**src/rtl/pchg_pkg.sv**
```systemverilog
package pchg_pkg;
  localparam int unsigned PORTS = 4;
  localparam int unsigned SYNC_STAGES = 2;
endpackage

```
**src/rtl/pchg_sync.sv**
```systemverilog
module pchg_sync #(
  parameter int unsigned W = pchg_pkg::PORTS,
  parameter logic [W-1:0] RST_VAL = '1
) (
  input  logic         clk,
  input  logic         rst_n,
  input  logic [W-1:0] d,
  output logic [W-1:0] q
);
  localparam int unsigned N = pchg_pkg::SYNC_STAGES;

  for (genvar b = 0; b < W; b++) begin : g_bit
    logic [N-1:0] stg_q;
    logic [N-1:0] stg_d;

    always_comb begin
      stg_d = {stg_q[N-2:0], d[b]};
    end

    always_ff @(posedge clk or negedge rst_n) begin
      if (!rst_n) stg_q <= {N{RST_VAL[b]}};
      else        stg_q <= stg_d;
    end

    assign q[b] = stg_q[N-1];
  end
endmodule

```
**src/rtl/pchg_track.sv**
```systemverilog
module pchg_track #(
  parameter int unsigned W = pchg_pkg::PORTS,
  parameter logic [W-1:0] INIT = '1
) (
  input  logic         clk,
  input  logic         rst_n,
  input  logic [W-1:0] live,
  input  logic [W-1:0] in_mask,
  input  logic         acc_ack,
  output logic         change_now,
  output logic         flag_pend,
  output logic [W-1:0] rd_flags
);
  logic [W-1:0] snap_q, snap_d;
  logic [W-1:0] fl_q, fl_d;
  logic [W-1:0] rdf_q, rdf_d;
  logic [W-1:0] diff;
  logic         snap_en, rdf_en;

  always_comb begin
    diff    = (live ^ snap_q) & in_mask;
    snap_en = acc_ack;
    rdf_en  = acc_ack;
    snap_d  = live;
    rdf_d   = fl_q | diff;
    fl_d    = acc_ack ? '0 : (fl_q | diff);
  end

  always_ff @(posedge clk or negedge rst_n) begin
    if (!rst_n) begin
      snap_q <= INIT;
      fl_q   <= '0;
      rdf_q  <= '0;
    end else begin
      fl_q <= fl_d;
      if (snap_en) snap_q <= snap_d;
      if (rdf_en)  rdf_q  <= rdf_d;
    end
  end

  assign change_now = |diff;
  assign flag_pend  = |fl_q;
  assign rd_flags   = rdf_q;

  AST_FLAG_STICKY: assert property (@(posedge clk) disable iff (!rst_n)
    !acc_ack |=> ((fl_q & $past(fl_q)) == $past(fl_q)));
  AST_MASKED_NO_FLAG: assert property (@(posedge clk) disable iff (!rst_n)
    !acc_ack |=> ((fl_q & ~$past(fl_q) & ~$past(in_mask)) == '0));
  AST_ACK_CLEARS: assert property (@(posedge clk) disable iff (!rst_n)
    acc_ack |=> (fl_q == '0));
endmodule

```
**src/rtl/pchg_irq.sv**
```systemverilog
module pchg_irq (
  input  logic clk,
  input  logic rst_n,
  input  logic acc_ack,
  input  logic rd_active,
  input  logic stop_det,
  input  logic change_now,
  input  logic flag_pend,
  output logic irq_q
);
  logic irq_d;
  logic set_now, set_stop;

  always_comb begin
    set_now  = change_now && !rd_active;
    set_stop = stop_det && (flag_pend || change_now);
    if (acc_ack)                  irq_d = 1'b0;
    else if (set_now || set_stop) irq_d = 1'b1;
    else                          irq_d = irq_q;
  end

  always_ff @(posedge clk or negedge rst_n) begin
    if (!rst_n) irq_q <= 1'b0;
    else        irq_q <= irq_d;
  end

  AST_ACK_RELEASE: assert property (@(posedge clk) disable iff (!rst_n)
    acc_ack |=> !irq_q);
  AST_READ_HOLDS: assert property (@(posedge clk) disable iff (!rst_n)
    (rd_active && !stop_det) |=> !$rose(irq_q));
  AST_STOP_RAISES: assert property (@(posedge clk) disable iff (!rst_n)
    (stop_det && !acc_ack && flag_pend) |=> irq_q);
  AST_CHANGE_RAISES: assert property (@(posedge clk) disable iff (!rst_n)
    (change_now && !rd_active && !acc_ack) |=> irq_q);
endmodule

```
**src/rtl/pchg_latch_irq.sv**
```systemverilog
module pchg_latch_irq #(
  parameter int unsigned W = pchg_pkg::PORTS,
  parameter logic [W-1:0] INIT = '1
) (
  input  logic         clk,
  input  logic         rst_n,
  input  logic [W-1:0] port_in,
  input  logic [W-1:0] od_latch,
  input  logic         acc_ack,
  input  logic         rd_active,
  input  logic         stop_det,
  output logic [W-1:0] rd_flags,
  output logic         irq_n
);
  logic [W-1:0] live;
  logic         change_now, flag_pend, irq_q;

  pchg_sync #(.W(W), .RST_VAL(INIT)) u_sync (
    .clk(clk), .rst_n(rst_n), .d(port_in), .q(live)
  );

  pchg_track #(.W(W), .INIT(INIT)) u_track (
    .clk(clk), .rst_n(rst_n), .live(live), .in_mask(od_latch),
    .acc_ack(acc_ack), .change_now(change_now), .flag_pend(flag_pend),
    .rd_flags(rd_flags)
  );

  pchg_irq u_irq (
    .clk(clk), .rst_n(rst_n), .acc_ack(acc_ack), .rd_active(rd_active),
    .stop_det(stop_det), .change_now(change_now), .flag_pend(flag_pend),
    .irq_q(irq_q)
  );

  assign irq_n = ~irq_q;

  AST_RESET_IDLE: assert property (@(posedge clk) disable iff (!rst_n)
    $rose(rst_n) |-> (irq_n && rd_flags == '0));
endmodule

```
**config.mk**
```make
export PLATFORM = sky130hd
export DESIGN_NAME = pchg_latch_irq
export DESIGN_NICKNAME = d
export VERILOG_FILES = /design/src/rtl/pchg_pkg.sv /design/src/rtl/pchg_sync.sv /design/src/rtl/pchg_track.sv /design/src/rtl/pchg_irq.sv /design/src/rtl/pchg_latch_irq.sv
export SDC_FILE = /design/constraint.sdc
export NUM_CORES = 1
export LEC_CHECK = 0
export ABC_AREA = 1
export BUFFER_PORTS_ARGS = -buffer_cell sky130_fd_sc_hd__buf_2
export CAP_MARGIN = 10
export CORE_MARGIN = 2
export CORE_UTILIZATION = 35
export CTS_CLUSTER_DIAMETER = 80
export CTS_CLUSTER_SIZE = 10
export DETAILED_ROUTE_END_ITERATION = 12
export HOLD_SLACK_MARGIN = 0.06
export REMOVE_ABC_BUFFERS = 1
export SLEW_MARGIN = 10
export SYNTH_ARGS = -nofsm -noshare
export SYNTH_HDL_FRONTEND = slang
export SYNTH_SLANG_ARGS = --single-unit
```
**constraint.sdc**
```tcl
create_clock -name clk -period 3.1 [get_ports clk]
set_input_delay 0.31 -clock clk [delete_from_list [all_inputs] [get_ports clk]]
set_output_delay 0.31 -clock clk [all_outputs]
set_load 0.05 [all_outputs]
```
==> flow_results.xml, run 1 <==
<?xml version="1.0" encoding="UTF-8"?>
<metrics>
  <group name="logic_synthesis">
    <metric name="synth_top_family_by_area" unit="">simple AND/OR/NAND/NOR gates</metric>
    <metric name="synth_area_in_compound_gates" unit="%">6.605</metric>
    <metric name="synth_mux_area_share" unit="%">5.530</metric>
    <metric name="syn_area_per_cell" unit="µm²">10.58</metric>
    <metric name="sequential_area_share_after_synthesis" unit="%">66.36</metric>
    <metric name="syn_inst" unit="">77</metric>
    <metric name="yosys_register_bits" unit="">21</metric>
    <metric name="yosys_warn_count" unit="">0</metric>
    <metric name="synth-adder-area-share" unit="%">0</metric>
    <metric name="synth_xor_xnor_area_share" unit="%">0</metric>
    <metric name="synth_simple_gate_area_share" unit="%">14.13</metric>
    <metric name="synth_area" unit="µm²">814.5</metric>
    <metric name="count_of_unique_library_cells_instantiated_by_yosys" unit="">11</metric>
  </group>
  <group name="setup_path">
    <metric name="worst_r2r_path_depth" unit="">7</metric>
    <metric name="critical_path_launch_point" unit="">u_irq.irq_q</metric>
    <metric name="crit_arrival" unit="ns">0.98</metric>
    <metric name="crit_path_end_kind" unit="">output pin</metric>
    <metric name="path_max_fanout" unit="">2</metric>
    <metric name="setup.worst_path.start_class" unit="">flip-flop</metric>
    <metric name="required" unit="ns">2.79</metric>
    <metric name="regToRegSetupSlack" unit="ns">1.98</metric>
    <metric name="reg2reg_from" unit="">u_track.snap_q[0]</metric>
    <metric name="critPathKind" unit="">flip-flop to output pin</metric>
  </group>
  <group name="placed_design">
    <metric name="placement.setup.worst_slack" unit="ns">1.997</metric>
    <metric name="io_buffer_count" unit="">17</metric>
    <metric name="gp_congestion" unit="">0.7131</metric>
    <metric name="place.detailed.hpwl" unit="µm">831.9</metric>
    <metric name="placement.cell_area" unit="µm²">912.1</metric>
  </group>
  <group name="worst_hold_path">
    <metric name="min_from" unit="">port_in[0]</metric>
    <metric name="worstHoldPathCells" unit="">1</metric>
    <metric name="min-delay-path-class" unit="">input pin to flip-flop</metric>
  </group>
  <group name="routing">
    <metric name="post_drt_wl_per_cell" unit="µm">9.176</metric>
    <metric name="route.detailed.vias_per_inst" unit="">4.168</metric>
    <metric name="route.vias.total" unit="">521</metric>
    <metric name="detail_route.first_pass.iterations" unit="">4</metric>
    <metric name="drt_wl_total" unit="mm">1.147</metric>
    <metric name="remaining_drc_errors" unit="">0</metric>
    <metric name="drtIter0Drc" unit="">10</metric>
    <metric name="ant_nets" unit="">0</metric>
  </group>
  <group name="final_layout">
    <metric name="stdcell_area" unit="µm²">948.4</metric>
    <metric name="post_route_cells_drive_above_1_share" unit="%">38.14</metric>
    <metric name="num_antenna_cells" unit="">0</metric>
    <metric name="layout.nets" unit="">111</metric>
    <metric name="final.fill_count" unit="">237</metric>
    <metric name="utilization_after_layout" unit="%">42.87</metric>
    <metric name="syn2layout_area_growth" unit="%">16.44</metric>
  </group>
  <group name="grt">
    <metric name="global_route_wire_length_before_repair" unit="mm">1.938</metric>
    <metric name="grt_pass1_vias" unit="">475</metric>
    <metric name="gr-total-overflow" unit="">0</metric>
    <metric name="grt_max_degree" unit="">22</metric>
    <metric name="grt.total_usage" unit="%">9.902</metric>
    <metric name="initial_antenna_violation_count" unit="">0</metric>
  </group>
  <group name="clocking">
    <metric name="clock_tree_sinks" unit="">21</metric>
    <metric name="cts-root-to-sink-buffers" unit="">2</metric>
    <metric name="htree_levels" unit="">1</metric>
    <metric name="worst_setup_hold_path_clk_slew" unit="ns">0.11</metric>
    <metric name="cts_root_buffer" unit="">clkbuf_4</metric>
    <metric name="tritoncts" unit="">yes</metric>
    <metric name="cts_resized" unit="">0</metric>
    <metric name="cts_buffers" unit="">3</metric>
    <metric name="worst_skew_pair.late_latency" unit="ns">0.29</metric>
  </group>
  <group name="power_and_ir_drop">
    <metric name="switchingPower" unit="mW">0.1496</metric>
    <metric name="p_per_area" unit="nW/µm²">564.2</metric>
    <metric name="power_frac_seq" unit="%">59.0</metric>
    <metric name="internal_power" unit="mW">0.3855</metric>
    <metric name="share_comb_of_total_power" unit="%">17.9</metric>
    <metric name="totalPowerFinal" unit="mW">0.5351</metric>
    <metric name="power.static_leakage" unit="nW">0.4587</metric>
    <metric name="clock_power_share" unit="%">23.0</metric>
    <metric name="power.share.switching" unit="%">27.96</metric>
    <metric name="vdd_drop_max" unit="V">0.0002811</metric>
  </group>
  <group name="die">
    <metric name="die_h" unit="µm">52.24</metric>
    <metric name="die_w" unit="µm">52.24</metric>
    <metric name="floorplan.core_area" unit="µm²">2212</metric>
    <metric name="top_level_ports" unit="">18</metric>
    <metric name="rows" unit="">17</metric>
    <metric name="floorplan.initialDensity" unit="%">36.82</metric>
    <metric name="die_area" unit="µm²">2729</metric>
  </group>
  <group name="job">
    <metric name="drv_cap" unit="">0</metric>
  </group>
  <group name="sta">
    <metric name="report.final.slew_viol_count" unit="">0</metric>
    <metric name="slew_headroom" unit="%">70.20</metric>
    <metric name="finalCriticalPeriod" unit="ns">1.286</metric>
    <metric name="finalHoldViolations" unit="">0</metric>
    <metric name="rsz0062_at_grt" unit="">no</metric>
    <metric name="final-setup-viol-count" unit="">0</metric>
    <metric name="timing.final.crit_share" unit="%">41.49</metric>
    <metric name="max_freq" unit="MHz">777.6</metric>
    <metric name="setup_tns" unit="ns">0</metric>
    <metric name="tightest_slew" unit="ns">0.4470</metric>
    <metric name="finalClockSkew" unit="ns">0.001492</metric>
    <metric name="fin_ws" unit="ns">1.814</metric>
  </group>
  <group name="status">
    <metric name="status" unit="">finished, final reports clean</metric>
  </group>
</metrics>
[stage by stage]
step                      instances  hold WS, ns
after floorplan                  75      0.01441
after global placement          120       0.2812
after detailed placement        120       0.2850
after CTS                       125      0.09033
after global routing            125      0.07538
final                           125       0.1062
[worst paths after layout]
| kind | to |
|---|---|
| max in group asynchronous | u_sync.g_bit[0].stg_q[1] |
| hold reg to reg | u_sync.g_bit[0].stg_q[1] |
| setup reg to reg | u_irq.irq_q |
| setup / recovery | irq_n |
| min in group asynchronous | u_track.fl_q[2] |
| hold / removal | u_sync.g_bit[0].stg_q[0] |
[synth_stat cells, drive strengths merged]
cell | n | share of area (%)
nor2 | 18 | 8.3
nand4 | 1 | 0.77
inv | 10 | 4.6
buf | 2 | 2.8
a21oi | 6 | 4.1
o21ai | 4 | 2.5
dfrtp | 9 | 28
dfstp | 12 | 39
nand2 | 11 | 5.1
mux2 | 4 | 5.5
[state kept, by name (all words and copies together), names as in the netlist]
| name | flops |
|---|---|
| u_track.fl_q | 4 |
| u_track.snap_q | 4 |
| u_irq.irq_q | 1 |
| u_sync.g_bit.stg_q | 8 |
| u_track.rd_flags | 4 |
[cells by family (layout without fill, tap and decap cells)]
kind of cell,Yosys count,count (layout)
DFF,21,21
and+or+nand+nor,30,30
muxes,4,4
AOI/OAI and AO/OA,10,10
buffers and inverters,12,32
[metal layers]
layer  wire length, µm  up-vias  track usage (%)
met5                 0        -                0
met4                18        0            6.410
met3                49        2            1.714
met2               535       12            14.35
met1               545      229            13.62
li1                  -      278                -
[cell type report]
class	instances	area (µm²)	area share [%]
Timing Repair Buffer	18	95.09	10.03
Tap cell	28	35.03	3.694
Multi-Input combinational cell	44	214.0	22.56
Clock buffer	4	26.28	2.770
Inverter	10	37.54	3.958
Sequential cell	21	540.5	56.99
[layout by cell type (no fill, tap or decap), types with 3 or more instances in the layout]
master,Yosys,final
nor2_1,18,18
buf_2,0,17
dfstp_2,12,12
nand2_1,11,11
inv_1,10,10
dfrtp_1,9,9
a21oi_1,5,5
o21ai_0,4,4
mux2_2,4,4
clkbuf_4,0,3
[power by group through the flow]
stage | registers, mW | logic, mW | clock network, mW
after floorplan | 0.345 | 0.0401 | 0
after global placement | 0.320 | 0.0949 | 0
after detailed placement | 0.321 | 0.0962 | 0
after CTS | 0.316 | 0.0976 | 0.133
after global routing | 0.319 | 0.107 | 0.142
final | 0.316 | 0.0958 | 0.123
[critical path, cell delays in order, from the launching register on]
cell and delay [ns]:
dfrtp_1 0.40, inv_1 0.05, buf_2 0.25
[timing repair]
action                    4_1_cts  5_1_grt
hold endpoints to repair        9        0
buffers inserted                0        0
hold buffers                    1        0
(Power assumes the default switching activity.)
==> run 2, diff against run 1 <==
==> constraint.sdc (replaced) <==
create_clock -name clk -period 1.1 [get_ports clk]
set_input_delay 0.11 -clock clk [delete_from_list [all_inputs] [get_ports clk]]
set_output_delay 0.11 -clock clk [all_outputs]
set_load 0.05 [all_outputs]
==> run 2 against run 1 <==
Net effect: sequential cell count stayed put; critical endpoint is now u_irq.irq_q; die area is the same; power grew to 2.9 times the previous value; clock-buffer cell count down 1; critical path depth increased by 5; via count rose by 6.1%.
==> flow_results.xml, run 2 (synthesis gave the netlist of run 1 again) <==
<?xml version="1.0" encoding="UTF-8"?>
<metrics>
  <group name="routing">
    <metric name="route.vias.total" unit="">553</metric>
    <metric name="remaining_drc_errors" unit="">0</metric>
    <metric name="ant_nets" unit="">0</metric>
    <metric name="post_drt_wl_per_cell" unit="µm">9.354</metric>
    <metric name="route.detailed.vias_per_inst" unit="">4.254</metric>
    <metric name="detail_route.first_pass.iterations" unit="">4</metric>
    <metric name="drt_wl_total" unit="mm">1.216</metric>
    <metric name="drtIter0Drc" unit="">3</metric>
  </group>
  <group name="sta">
    <metric name="report.final.slew_viol_count" unit="">0</metric>
    <metric name="finalHoldViolations" unit="">0</metric>
    <metric name="slew_headroom" unit="%">70.35</metric>
    <metric name="finalClockSkew" unit="ns">0.004039</metric>
    <metric name="final-setup-viol-count" unit="">0</metric>
    <metric name="finalCriticalPeriod" unit="ns">1.099</metric>
    <metric name="tightest_slew" unit="ns">0.4448</metric>
    <metric name="rsz0062_at_grt" unit="">yes</metric>
    <metric name="max_freq" unit="MHz">910.3</metric>
    <metric name="fin_ws" unit="ns">0.001412</metric>
    <metric name="timing.final.crit_share" unit="%">99.87</metric>
    <metric name="timing.hold.ws" unit="ns">0.08037</metric>
  </group>
  <group name="clocking">
    <metric name="tritoncts" unit="">yes</metric>
    <metric name="cts_root_buffer" unit="">clkbuf_4</metric>
    <metric name="cts_buffers" unit="">3</metric>
    <metric name="worst_skew_pair.late_latency" unit="ns">0.30</metric>
    <metric name="cts_post_setup_buffers_inserted" unit="">0</metric>
    <metric name="clock_tree_sinks" unit="">21</metric>
    <metric name="htree_levels" unit="">1</metric>
    <metric name="cts-root-to-sink-buffers" unit="">2</metric>
    <metric name="worst_setup_hold_path_clk_slew" unit="ns">0.11</metric>
  </group>
  <group name="worst_hold_path">
    <metric name="min-delay-path-class" unit="">input pin to flip-flop</metric>
    <metric name="min_from" unit="">rd_active</metric>
    <metric name="min_delay_worst_endpoint" unit="">u_irq.irq_q</metric>
    <metric name="worstHoldPathCells" unit="">4</metric>
  </group>
  <group name="setup_path">
    <metric name="path_max_fanout" unit="">3</metric>
    <metric name="setup.worst_path.start_class" unit="">flip-flop</metric>
    <metric name="critPathKind" unit="">flip-flop to flip-flop</metric>
    <metric name="crit_path_end_kind" unit="">flip-flop</metric>
    <metric name="rr_endpoint" unit="">u_irq.irq_q</metric>
    <metric name="crit_arrival" unit="ns">1.30</metric>
    <metric name="required" unit="ns">1.30</metric>
    <metric name="worst_r2r_path_depth" unit="">7</metric>
    <metric name="reg2reg_from" unit="">u_sync.g_bit[3].stg_q[1]</metric>
    <metric name="regToRegSetupSlack" unit="ns">0.001</metric>
  </group>
  <group name="power_and_ir_drop">
    <metric name="p_per_area" unit="nW/µm²">1536</metric>
    <metric name="vdd_drop_max" unit="V">0.0008131</metric>
    <metric name="power.static_leakage" unit="nW">0.4843</metric>
  </group>
  <group name="final_layout">
    <metric name="stdcell_area" unit="µm²">999.7</metric>
    <metric name="layout.nets" unit="">116</metric>
    <metric name="layout.cells.non_filler" unit="">130</metric>
    <metric name="largest_register" unit="">u_sync.g_bit.stg_q</metric>
    <metric name="layout.cells.most_common" unit="">nor2_1</metric>
    <metric name="largest_reg_flops" unit="">8</metric>
    <metric name="syn2layout_area_growth" unit="%">22.73</metric>
    <metric name="most-common-layout-cells" unit="">18 x nor2_1, 16 x buf_2, 12 x dfstp_2</metric>
    <metric name="post_route_cells_drive_above_1_share" unit="%">38.24</metric>
    <metric name="num_antenna_cells" unit="">0</metric>
  </group>
  <group name="placed_design">
    <metric name="placement.setup.worst_slack" unit="ns">0.01654</metric>
    <metric name="placedCellCount" unit="">121</metric>
    <metric name="io_buffer_count" unit="">17</metric>
    <metric name="placement.cell_area" unit="µm²">919.6</metric>
    <metric name="gp_congestion" unit="">0.7315</metric>
    <metric name="place.detailed.hpwl" unit="µm">871.3</metric>
  </group>
  <group name="die">
    <metric name="die_h" unit="µm">52.24</metric>
    <metric name="rows" unit="">17</metric>
    <metric name="top_level_ports" unit="">18</metric>
    <metric name="die_area" unit="µm²">2729</metric>
    <metric name="floorplan.core_area" unit="µm²">2212</metric>
    <metric name="die_w" unit="µm">52.24</metric>
    <metric name="floorplan.initialDensity" unit="%">36.82</metric>
  </group>
  <group name="grt">
    <metric name="grt_most_used_layer" unit="">met2</metric>
    <metric name="globalRouteMet3Util" unit="%">1.714</metric>
    <metric name="global_route_wire_length_before_repair" unit="mm">1.918</metric>
    <metric name="grt.total_usage" unit="%">10.16</metric>
    <metric name="grt_pass1_vias" unit="">483</metric>
    <metric name="globalRouteMet2Util" unit="%">15.19</metric>
    <metric name="grt_max_degree" unit="">22</metric>
    <metric name="use_met1" unit="%">12.55</metric>
    <metric name="gr-total-overflow" unit="">0</metric>
    <metric name="initial_antenna_violation_count" unit="">0</metric>
  </group>
  <group name="status">
    <metric name="status" unit="">finished, final reports clean</metric>
  </group>
  <group name="job">
    <metric name="drv_cap" unit="">0</metric>
  </group>
</metrics>
## run 2: metal layers
metal | vias up | share of wire [%] | routed length, µm
li1 | 286 | - | -
met1 | 251 | 43 | 528
met2 | 12 | 50 | 608
met3 | 4 | 3.8 | 46
met4 | 0 | 2.5 | 31
met5 | - | 0 | 0
## run 2: per-stage QoR
stage | TNS (ns) | total power, mW | util, %
floorplan | 0 | 1.086 | -
global route | -0.07641 | 1.618 | 45.19
CTS | 0 | 1.569 | 45.19
detailed placement | 0 | 1.179 | 41.57
finish | 0 | 1.535 | 45.19
global placement | 0 | 1.173 | 41.57
## run 2: report_power, final
part,leakage [nW],total (mW),switching (mW),internal (mW)
Combinational,0.231,0.287,0.187,0.0997
Clock,0.0177,0.358,0.222,0.135
Sequential,0.236,0.891,0.0304,0.860
## run 2: cell type report
class | count | area, µm²
Tap cell | 28 | 35.03
Sequential cell | 21 | 540.5
Multi-Input combinational cell | 44 | 214.0
Fill cell | 229 | 1212
Inverter | 10 | 37.54
Timing Repair Buffer | 23 | 145.1
Clock inverter | 1 | 5.005
Clock buffer | 3 | 22.52
## run 2: worst max-delay path by stage
stage / slack [ns] / startpoint / depth (start not counted) / end
6_report: 0.001 / u_sync.g_bit[3].stg_q[1] / 7 / u_irq.irq_q
5_1_grt: -0.08 / u_track.snap_q[0] / 7 / u_irq.irq_q
4_1_cts: 0.006 / u_track.snap_q[0] / 7 / u_irq.irq_q
3_5_place_dp: 0.02 / u_track.snap_q[0] / 7 / u_irq.irq_q
3_3_place_gp: 0.03 / u_sync.g_bit[0].stg_q[1] / 7 / u_irq.irq_q
2_1_floorplan: 0.09 / u_sync.g_bit[0].stg_q[1] / 7 / u_irq.irq_q
## run 2: worst max-delay path, stage by stage (launching register included)
cell     delay [ns]
dfstp_2        0.55
nand2_1        0.05
nand2_1        0.07
nor2_1         0.05
nor2_1         0.11
nand2_1        0.06
nand2_1        0.06
a21oi_2        0.05
## run 2: repair_timing
item | 4_1_cts | 5_1_grt
endpoints found under the setup margin | 1 | 3
hold buffers | 5 | 0
hold endpoints to repair | 13 | 0
pin swaps | 0 | 2
resized for setup | 1 | 2
